<file path="src/rtl/toggle_poll_pkg.sv">
package toggle_poll_pkg;

  typedef enum logic [1:0] {
    RES_ONGOING = 2'b00,
    RES_DONE    = 2'b01,
    RES_FAIL    = 2'b10,
    RES_EXPIRED = 2'b11
  } pollResult_e;

  typedef enum logic [2:0] {
    ST_IDLE, ST_CHECK, ST_REQA, ST_WAITA, ST_REQB, ST_WAITB, ST_EVAL, ST_REPORT
  } pollState_e;

  // control -> datapath strobes
  typedef struct packed {
    logic load;
    logic capFirst;
    logic capSecond;
  } pollStrobe_t;

  // datapath -> control flags
  typedef struct packed {
    logic expired;
    logic stable;
    logic failFlag;
  } pollStatus_t;

endpackage

</file>
<file path="src/rtl/toggle_poll_dp.sv">
module toggle_poll_dp
  import toggle_poll_pkg::*;
#(
  parameter int ADDR_W     = 24,
  parameter int DATA_W     = 16,
  parameter int TIMEOUT_W  = 16,
  parameter int TOGGLE_BIT = 6,
  parameter int FAIL_BIT   = 5
) (
  input  logic                 clk,
  input  logic                 rstN,
  input  pollStrobe_t          strobe,
  input  logic [ADDR_W-1:0]    targetAddr,
  input  logic [TIMEOUT_W-1:0] timeoutTicks,
  input  logic [DATA_W-1:0]    rdRespData,
  output logic [ADDR_W-1:0]    rdAddr,
  output pollStatus_t          status
);

  localparam logic [TIMEOUT_W-1:0] LIMIT_INF  = '1;
  localparam logic [TIMEOUT_W-1:0] LIMIT_ZERO = '0;

  logic [ADDR_W-1:0]    addrQ;
  logic [TIMEOUT_W-1:0] limitQ;
  logic [TIMEOUT_W-1:0] elapsedQ;
  logic                 firstTogQ;
  logic                 secondTogQ;
  logic                 secondFailQ;
  logic                 unusedData;

  assign unusedData = ^rdRespData;

  always_ff @(posedge clk or negedge rstN) begin
    if (!rstN) begin
      addrQ  <= '0;
      limitQ <= '0;
    end else if (strobe.load) begin
      addrQ  <= targetAddr;
      limitQ <= timeoutTicks;
    end
  end

  // saturating tick counter, cleared on start
  always_ff @(posedge clk or negedge rstN) begin
    if (!rstN) begin
      elapsedQ <= '0;
    end else if (strobe.load) begin
      elapsedQ <= '0;
    end else if (elapsedQ != LIMIT_INF) begin
      elapsedQ <= elapsedQ + 1'b1;
    end
  end

  always_ff @(posedge clk or negedge rstN) begin
    if (!rstN) begin
      firstTogQ   <= 1'b0;
      secondTogQ  <= 1'b0;
      secondFailQ <= 1'b0;
    end else begin
      if (strobe.capFirst) begin
        firstTogQ <= rdRespData[TOGGLE_BIT];
      end
      if (strobe.capSecond) begin
        secondTogQ  <= rdRespData[TOGGLE_BIT];
        secondFailQ <= rdRespData[FAIL_BIT];
      end
    end
  end

  assign rdAddr          = addrQ;
  assign status.expired  = (limitQ != LIMIT_INF) &&
                           ((limitQ == LIMIT_ZERO) || (elapsedQ > limitQ));
  assign status.stable   = (firstTogQ == secondTogQ);
  assign status.failFlag = secondFailQ;


  elapsed_mono_chk: assert property (@(posedge clk) disable iff (!rstN)
    !strobe.load |=> elapsedQ >= $past(elapsedQ));


  addr_hold_chk: assert property (@(posedge clk) disable iff (!rstN)
    !strobe.load |=> $stable(rdAddr));

endmodule

</file>
<file path="src/rtl/toggle_poll_ctrl.sv">
module toggle_poll_ctrl
  import toggle_poll_pkg::*;
(
  input  logic        clk,
  input  logic        rstN,
  input  logic        start,
  input  logic        rdRespValid,
  input  pollStatus_t status,
  output pollStrobe_t strobe,
  output logic        rdReq,
  output logic        resultValid,
  output logic [1:0]  resultCode
);

  pollState_e  stateQ, stateD;
  pollResult_e codeQ, codeD;
  logic        retryQ, retryD;

  always_comb begin
    stateD = stateQ;
    codeD  = codeQ;
    retryD = retryQ;
    strobe = '0;
    unique case (stateQ)
      ST_IDLE: begin
        if (start) begin
          strobe.load = 1'b1;
          retryD      = 1'b0;
          stateD      = ST_CHECK;
        end
      end
      ST_CHECK: begin
        if (status.expired) begin
          codeD  = RES_EXPIRED;
          stateD = ST_REPORT;
        end else begin
          stateD = ST_REQA;
        end
      end
      ST_REQA: stateD = ST_WAITA;
      ST_WAITA: begin
        if (rdRespValid) begin
          strobe.capFirst = 1'b1;
          stateD          = ST_REQB;
        end
      end
      ST_REQB: stateD = ST_WAITB;
      ST_WAITB: begin
        if (rdRespValid) begin
          strobe.capSecond = 1'b1;
          stateD           = ST_EVAL;
        end
      end
      ST_EVAL: begin
        if (status.stable) begin
          codeD  = RES_DONE;
          stateD = ST_REPORT;
        end else if (retryQ) begin
          codeD  = RES_FAIL;
          stateD = ST_REPORT;
        end else if (status.failFlag) begin
          retryD = 1'b1;
          stateD = ST_REQA;
        end else begin
          stateD = ST_CHECK;
        end
      end
      ST_REPORT: stateD = ST_IDLE;
      default:   stateD = ST_IDLE;
    endcase
  end

  always_ff @(posedge clk or negedge rstN) begin
    if (!rstN) begin
      stateQ <= ST_IDLE;
      codeQ  <= RES_ONGOING;
      retryQ <= 1'b0;
    end else begin
      stateQ <= stateD;
      codeQ  <= codeD;
      retryQ <= retryD;
    end
  end

  assign rdReq       = (stateQ == ST_REQA) || (stateQ == ST_REQB);
  assign resultValid = (stateQ == ST_REPORT);
  assign resultCode  = resultValid ? codeQ : RES_ONGOING;


  result_pulse_chk: assert property (@(posedge clk) disable iff (!rstN)
    resultValid |=> !resultValid);


  code_nonzero_chk: assert property (@(posedge clk) disable iff (!rstN)
    resultValid |-> resultCode != RES_ONGOING);


  req_single_chk: assert property (@(posedge clk) disable iff (!rstN)
    rdReq |=> !rdReq);


  fail_confirmed_chk: assert property (@(posedge clk) disable iff (!rstN)
    (resultValid && resultCode == RES_FAIL) |-> retryQ);

endmodule

</file>
<file path="src/rtl/toggle_poller.sv">
module toggle_poller
  import toggle_poll_pkg::*;
#(
  parameter int ADDR_W     = 24,
  parameter int DATA_W     = 16,
  parameter int TIMEOUT_W  = 16,
  parameter int TOGGLE_BIT = 6,
  parameter int FAIL_BIT   = 5
) (
  input  logic                 clk,
  input  logic                 rstN,
  input  logic                 start,
  input  logic [ADDR_W-1:0]    targetAddr,
  input  logic [TIMEOUT_W-1:0] timeoutTicks,
  output logic                 rdReq,
  output logic [ADDR_W-1:0]    rdAddr,
  input  logic                 rdRespValid,
  input  logic [DATA_W-1:0]    rdRespData,
  output logic                 resultValid,
  output logic [1:0]           resultCode
);

  pollStrobe_t strobe;
  pollStatus_t dpStatus;

  toggle_poll_ctrl ctrl_i (
    .clk         (clk),
    .rstN        (rstN),
    .start       (start),
    .rdRespValid (rdRespValid),
    .status      (dpStatus),
    .strobe      (strobe),
    .rdReq       (rdReq),
    .resultValid (resultValid),
    .resultCode  (resultCode)
  );

  toggle_poll_dp #(
    .ADDR_W     (ADDR_W),
    .DATA_W     (DATA_W),
    .TIMEOUT_W  (TIMEOUT_W),
    .TOGGLE_BIT (TOGGLE_BIT),
    .FAIL_BIT   (FAIL_BIT)
  ) dp_i (
    .clk          (clk),
    .rstN         (rstN),
    .strobe       (strobe),
    .targetAddr   (targetAddr),
    .timeoutTicks (timeoutTicks),
    .rdRespData   (rdRespData),
    .rdAddr       (rdAddr),
    .status       (dpStatus)
  );


  timeout_backed_chk: assert property (@(posedge clk) disable iff (!rstN)
    (resultValid && resultCode == RES_EXPIRED) |-> dpStatus.expired);

endmodule

</file>
<file path="config.mk">
export PLATFORM = sky130hd
export DESIGN_NAME = toggle_poller
export DESIGN_NICKNAME = d
export VERILOG_FILES = /design/src/rtl/toggle_poll_pkg.sv /design/src/rtl/toggle_poll_dp.sv /design/src/rtl/toggle_poll_ctrl.sv /design/src/rtl/toggle_poller.sv
export SDC_FILE = /design/constraint.sdc
export NUM_CORES = 1
export LEC_CHECK = 0
export ABC_AREA = 0
export BUFFER_PORTS_ARGS = -buffer_cell sky130_fd_sc_hd__buf_4
export CORE_UTILIZATION = 39
export DETAILED_ROUTE_END_ITERATION = 12
export GPL_ROUTABILITY_DRIVEN = 0
export PLACE_DENSITY = 0.63
export REMOVE_ABC_BUFFERS = 1
export SYNTH_ARGS = -nofsm -noshare
export SYNTH_HDL_FRONTEND = slang
export SYNTH_SLANG_ARGS = --single-unit
</file>
<file path="constraint.sdc">
create_clock -name clk -period 2.2 [get_ports clk]
set_input_delay 0.11 -clock clk [delete_from_list [all_inputs] [get_ports clk]]
set_output_delay 0.11 -clock clk [all_outputs]
set_load 0.03 [all_outputs]
</file>
Word-level counts from Yosys, hierarchy flattened
Cells that the tools add are included.

Register bits after elaboration: 65. Logic and storage cells: 63.

Add/subtract/negate cells: 1. Order comparisons: 1. Equality and inequality tests: 16. Mux-type cells: 25. Reductions and logical operators: 11.

Operator list (number): 16-bit two-way mux (2); 16-bit != test (second input constant) (2); 3-bit one-hot mux with 8 select lines (1); 3-bit two-way mux (6); 16-bit by 1-bit adder with 16-bit output (second input constant) (1); 16-bit > comparator (1); 16-bit zero test (1); 3-bit == test (second input constant) (4); 2-bit two-way mux (5); 1-bit two-way mux (9); 3-bit AND reduction (3); 2-bit != test (second input constant) (4); 3-bit by 2-bit == test with 1-bit output (second input constant) (2); 2-bit nonzero test (3); 2-bit one-hot mux with 2 select lines (1); 3-bit by 1-bit == test with 1-bit output (second input constant) (1); 3-bit zero test (1); 3-bit by 1-bit != test with 1-bit output (second input constant) (1); 1-bit logical OR (2); 2-bit by 1-bit != test with 1-bit output (second input constant) (1); 1-bit one-hot mux with 2 select lines (1); 1-bit == test (1); 1-bit logical AND (1).

Logic depth before layout (Yosys ltp)
Word-level depth: 5. Depth in mapped cells: 7. Gate-level depth less buffers: 7.

Modules after synthesis
Synthesis repeated with hierarchy kept, for this count alone.

Cell total of the unflattened synthesis: 324. Area, all modules: 3352.0 sq um.

By module, submodules not included: toggle_poll_dp (instances 1, cells an instance 275, area an instance 2932.8 sq um, sequential area each 1476.4 sq um); toggle_poll_ctrl (instances 1, cells an instance 49, area an instance 419.2 sq um, sequential area each 150.1 sq um).

Least setup slack after synthesis
Ideal clock, no wire load.

Path type: flip-flop to flip-flop. Start: register dp_i.elapsedQ[15]. End: register ctrl_i.stateQ[0]. Setup time: 0.136 ns. Data arrival time: 1.821 ns. Data required time: 2.064 ns. Slack: 0.243 ns. Cell stages (with the launch flop): 7. Clock period less this slack: 1.957 ns. Cells stage by stage: dfrtp_1 ha_1 nand4_2 nor4_2 or3b_1 a21o_1 nor3b_1.

Cells in the longest elaborated chain, start to end: 5.

Ends and longest elaborated chain: start: declaration (line toggle_poll_dp.sv:25) `logic [TIMEOUT_W-1:0] elapsedQ;`; start signal: assignment (line toggle_poll_dp.sv:50) `elapsedQ <= elapsedQ + 1'b1;`; 16-bit > comparator (line toggle_poll_dp.sv:72) `((limitQ == LIMIT_ZERO) || (elapsedQ > limitQ));`; 1-bit logical OR (line toggle_poll_dp.sv:72); 1-bit logical AND (line toggle_poll_dp.sv:71) `assign status.expired = (limitQ != LIMIT_INF) &&`; 3-bit two-way mux (line toggle_poll_ctrl.sv:33) `if (status.expired) begin`; 3-bit one-hot mux with 8 select lines (line toggle_poll_ctrl.sv:24) `unique case (stateQ)`; end signal: assignment (line toggle_poll_ctrl.sv:79) `stateQ <= stateD;`; end: declaration (line toggle_poll_ctrl.sv:15) `pollState_e stateQ, stateD;`.

Every way passes these cells. A chain may end at the register's enable or synchronous reset.

Final worst setup path
Start: register dp_i.limitQ[6]. End: register ctrl_i.stateQ[0].

Cells in the longest elaborated chain, start to end: 5. Elaborated cells on any way between the ends: 7. Classes of those cells: order compare (1); eq/ne (1); mux (2); reduce/logical (3).

Ends and longest elaborated chain: start: declaration (line toggle_poll_dp.sv:24) `logic [TIMEOUT_W-1:0] limitQ;`; start signal: assignment (line toggle_poll_dp.sv:39) `limitQ <= timeoutTicks;`; 16-bit > comparator / 16-bit zero test (equally long branches) (line toggle_poll_dp.sv:72); 1-bit logical OR (line toggle_poll_dp.sv:72); 1-bit logical AND * (line toggle_poll_dp.sv:71); 3-bit two-way mux * (line toggle_poll_ctrl.sv:33); 3-bit one-hot mux with 8 select lines * (line toggle_poll_ctrl.sv:24).

Every way passes the cells marked *; elsewhere a longest branch is shown, timed or not.

==> results.md <==
- The completed layout was analyzed and its total power is 5720 uW.
- TritonCTS built the clock tree.
- The leakage power total is 0.00227 uW.
- Once routing completed, OpenROAD measured the worst setup slack at 0.0930 ns.
- For met1 alone, demand over resource in global routing was 0.275.
- The number of violations reported at the end of detailed-routing iteration 0 is 125.
- Among all flip-flop cells after synthesis, the most frequent one is dfrtp_1.
- The average cell area after synthesis is 8.98 sq um.
- The number of top-level design ports is 88.
- The via count of the first global-routing pass is 2763.
- The proportion of power drawn by combinational gates is 0.420.
- The length of the first detailed-routing pass in iterations is 4.
- The power density normalized to cell area is 1230 nW/um^2.
- The post-route cell area is 4670 sq um.
- The worst hold path begins at timeoutTicks[7].
- The proportion of power drawn by the clock network is 0.217.
- IR analysis of the VDD net gives a maximum drop of 515 uV.
- The die is 94.1 microns tall.
- The critical path's largest stage delay is 0.40 ns.
- The routed wire length is 7.87 mm.
- The setup slack at placement is 0.100 ns.
- Counting flops and latches in the post-synthesis netlist gives 65.
- The count of input and output buffers is 73.
- The switching part of the total is 0.408.
- The share of cells above drive strength 1 is 0.217.
- The count of buffers added by post-CTS timing repair for setup is 0.
- The post-detailed-route DRC marker count is 0.
- Buffers inserted during clock tree synthesis total 9.
- The synthesized design contains 0 enable-type register cells.
- The synthesis-to-finish area growth is 41.2%.
- The placement-stage cell area is 3990 sq um.
- The final-stage net count is 564.
- Counting every sink on the clock net gives 65.
- The portion of the clock cycle consumed by the worst path in the final layout is 0.958.
- The cell with the largest stage delay on the worst path is or3b_1.
- The area share of the largest cell type after synthesis is 0.492.
- The number of vias in the routed layout is 2896.
- Traced cell by cell, the critical path runs through inv_1 > ha_1 > nand4_1 > nor4_4 > or3b_1 > a21o_1 > nor3b_1.
- The final-report setup violation count is 0.
- The initial antenna violation count is 0.
- The highest clock frequency the design can meet is 475 MHz.
- The first global-routing pass estimated 13.3 mm of wire.
- The startpoint kind of the worst setup timing path is a flip-flop.
- The routed length per placed instance is 13.2 microns.
- The flow ran to the end, and the final reports show no timing, DRC or antenna violations.
- The relative contribution of sequential cells to total power is 0.363.
- Tracing the worst setup path back leads to its startpoint at dp_i.limitQ[6].
- The number of max-slew violations in the final report is 0.
- Entering global routing, the biggest net connects 72 pins.
- The cell area after synthesis is 3300 sq um.
- The tool flagged a number of max-cap violations equal to 0.
- For the finished layout, the period the worst path requires is 2.11 ns.
- The H-tree was split into 3 levels.
- The total grt overflow is 0.
- For the worst setup path, the data arrival time is 2.32 ns.
- The initial standard-cell utilization of the core is 0.402.
- The dominant cell type by area after synthesis is dfrtp_1.
- The core region area is 8220 sq um.
- The tree is rooted in a clkbuf_8.
- The post-CTS clock slew at the launch and capture registers of the worst setup and hold paths is 0.07 ns.
- The worst slew slack as a fraction of its limit is 0.451.
- After synthesis, the cell types taking the most area are dfrtp_1 49%, nand2_1 12%, ha_1 6.4%.
- The share of synthesized registers carrying an async set or reset is 1.00.
- Sorting the synthesized cells by how often they occur yields 109 x nand2_1, 65 x dfrtp_1, 24 x nor2_1.
- The synthesized instance count is 368.
- The dominant cell by count in the synthesized netlist is nand2_1.
- The category of the critical setup timing path is flip-flop to flip-flop.
- In this run the horizontal extent of the chip is 94.1 microns.
- The class of the tightest hold or removal check is input port to flip-flop.
- STA classifies the critical path endpoint as a flip-flop.
- The number of fill cells is 720.
- At the pin with the least slew margin, the transition time is 0.824 ns.
- The clock reaches the later pin of the worst-skew pair after 0.34 ns.
- The highest fanout seen on the critical path is 3.
- The most used routing layer in global routing is met2.
- The maximum number of buffers from clock root to sink is 2.
- For the worst setup path, the data required time is 2.41 ns.
- In this run the power spent charging and discharging nets is 2340 uW.
- The internal power of the cells totals 3390 uW.
- The per-cell via count in the routed design is 4.85.
- In the global route stage, overall resource usage came out at 0.195.
- The full die area is 8850 sq um.
- The share of the Yosys chip area taken by registers is 0.492.
- Detailed placement finished with a half-perimeter wire length of 5.30 mm.
- Synthesis instantiated 40 different standard cells from the library.
- 0 antenna diodes ended up in the layout.
- Once placement completed, the tool counted placed cells totaling 539.
- The met2 track demand over resource is 0.298.
- Row generation in the floorplan step produced 33 rows.
- The yosys synthesis warning count is 0.
- The number of endpoints with negative hold slack in the final report is 0.
- The final non-filler cell total is 597.
- The count of nets left with antenna violations once routing finished came out at 0.
- The worst hold slack after final layout is 0.00664 ns.
- Clock skew on the completed layout was measured at 0.00961 ns.
- For this run, global-route usage on met3 was measured as 0.0267.
- The reg-to-reg critical path startpoint is dp_i.limitQ[6].
[final timing paths]
path | cells past startpoint | to | slack (ns)
setup / recovery | 7 | ctrl_i.stateQ[0] | 0.09
hold / removal | 3 | dp_i.limitQ[7] | 0.007
setup reg to reg | 7 | ctrl_i.stateQ[0] | 0.09
hold reg to reg | 2 | dp_i.rdAddr[18] | 0.48
max in group asynchronous | 2 | dp_i.limitQ[0] | 1.25
min in group asynchronous | 2 | dp_i.elapsedQ[6] | 0.40
[layout make-up]
class	count	area, sq um	area share
flip-flops and latches	65	1630	0.349
multi-input cells	272	1570	0.337
repair buffers	121	1030	0.220
well taps	105	131	0.0282
clock buffers	10	128	0.0274
clock inverters	6	115	0.0247
inverters	18	67.6	0.0145
[power by group through the flow]
stage                     combinational (uW)  clock, uW  sequential [uW]
final                                   2410       1240             2080
after global routing                    2700       1310             2160
after CTS                               2410       1270             2070
after detailed placement                2340          0             2090
after global placement                  2290          0             2070
after floorplan                         1170          0             2400
[what timing repair did]
item / CTS / global route
gates resized for setup: 0 / 1
hold buffers: 42 / 0
setup endpoints to repair: 0 / 1
hold endpoints to repair: 107 / 0
[flip-flops by register name, summed over array words and instances, names as in the netlist]
name / cells
ctrl_i.stateQ: 3
dp_i.rdAddr: 24
dp_i.secondTogQ: 1
dp_i.firstTogQ: 1
ctrl_i.retryQ: 1
dp_i.limitQ: 16
dp_i.secondFailQ: 1
ctrl_i.codeQ: 2
dp_i.elapsedQ: 16
[routing by layer]
layer	part of all wire	vias up
li1	-	1486
met1	0.47	1357
met2	0.48	41
met3	0.029	12
met4	0.017	0
met5	0	-
[worst max-delay path, delay by kind of cell (launching register included)]
| kind | cells | cell delay (ns) |
|---|---|---|
| buffers and inverters | 1 | 0.06 |
| AOI/OAI and AO/OA | 1 | 0.18 |
| and+or+nand+nor | 4 | 1.07 |
| adders and majority gates | 1 | 0.30 |
| DFF | 1 | 0.38 |
[through the flow]
| step | setup TNS (ns) | util |
|---|---|---|
| global route | -0.00959 | 0.568 |
| floorplan | -0.536 | - |
| CTS | 0 | 0.567 |
| detailed placement | 0 | 0.486 |
| global placement | 0 | 0.486 |
| finish | 0 | 0.568 |
[cell usage in the layout, fill, tap and decap left out, drive strengths merged, types with 2 or more instances in the layout]
master       Yosys  final
clkbuf          11     10
or3              5      5
a211oi           2      2
a21oi           16     16
a21o             2      2
buf              2     79
bufinv           0      3
nand2          109    109
dlygate4sd3      0     42
o22ai            2      2
nand4           10     10
ha              17     17
dfrtp           65     65
mux2i            2      2
xor2             2      2
a2111oi          2      2
nand3            4      4
nor2            24     24
o21ai           23     23
mux2             3      3
inv             18     19
xnor2            9      9
nor4            10     10
and2             5      5
nor3             8      8
and3             5      5
[cells by family after synthesis]
kind of cell | synth area share
buf+inv | 0.0352
xor+xnor | 0.0292
compound gates | 0.0890
mux | 0.0163
fa+ha+maj | 0.0644
flops | 0.492
simple gates | 0.274
(Power assumes the default switching activity.)
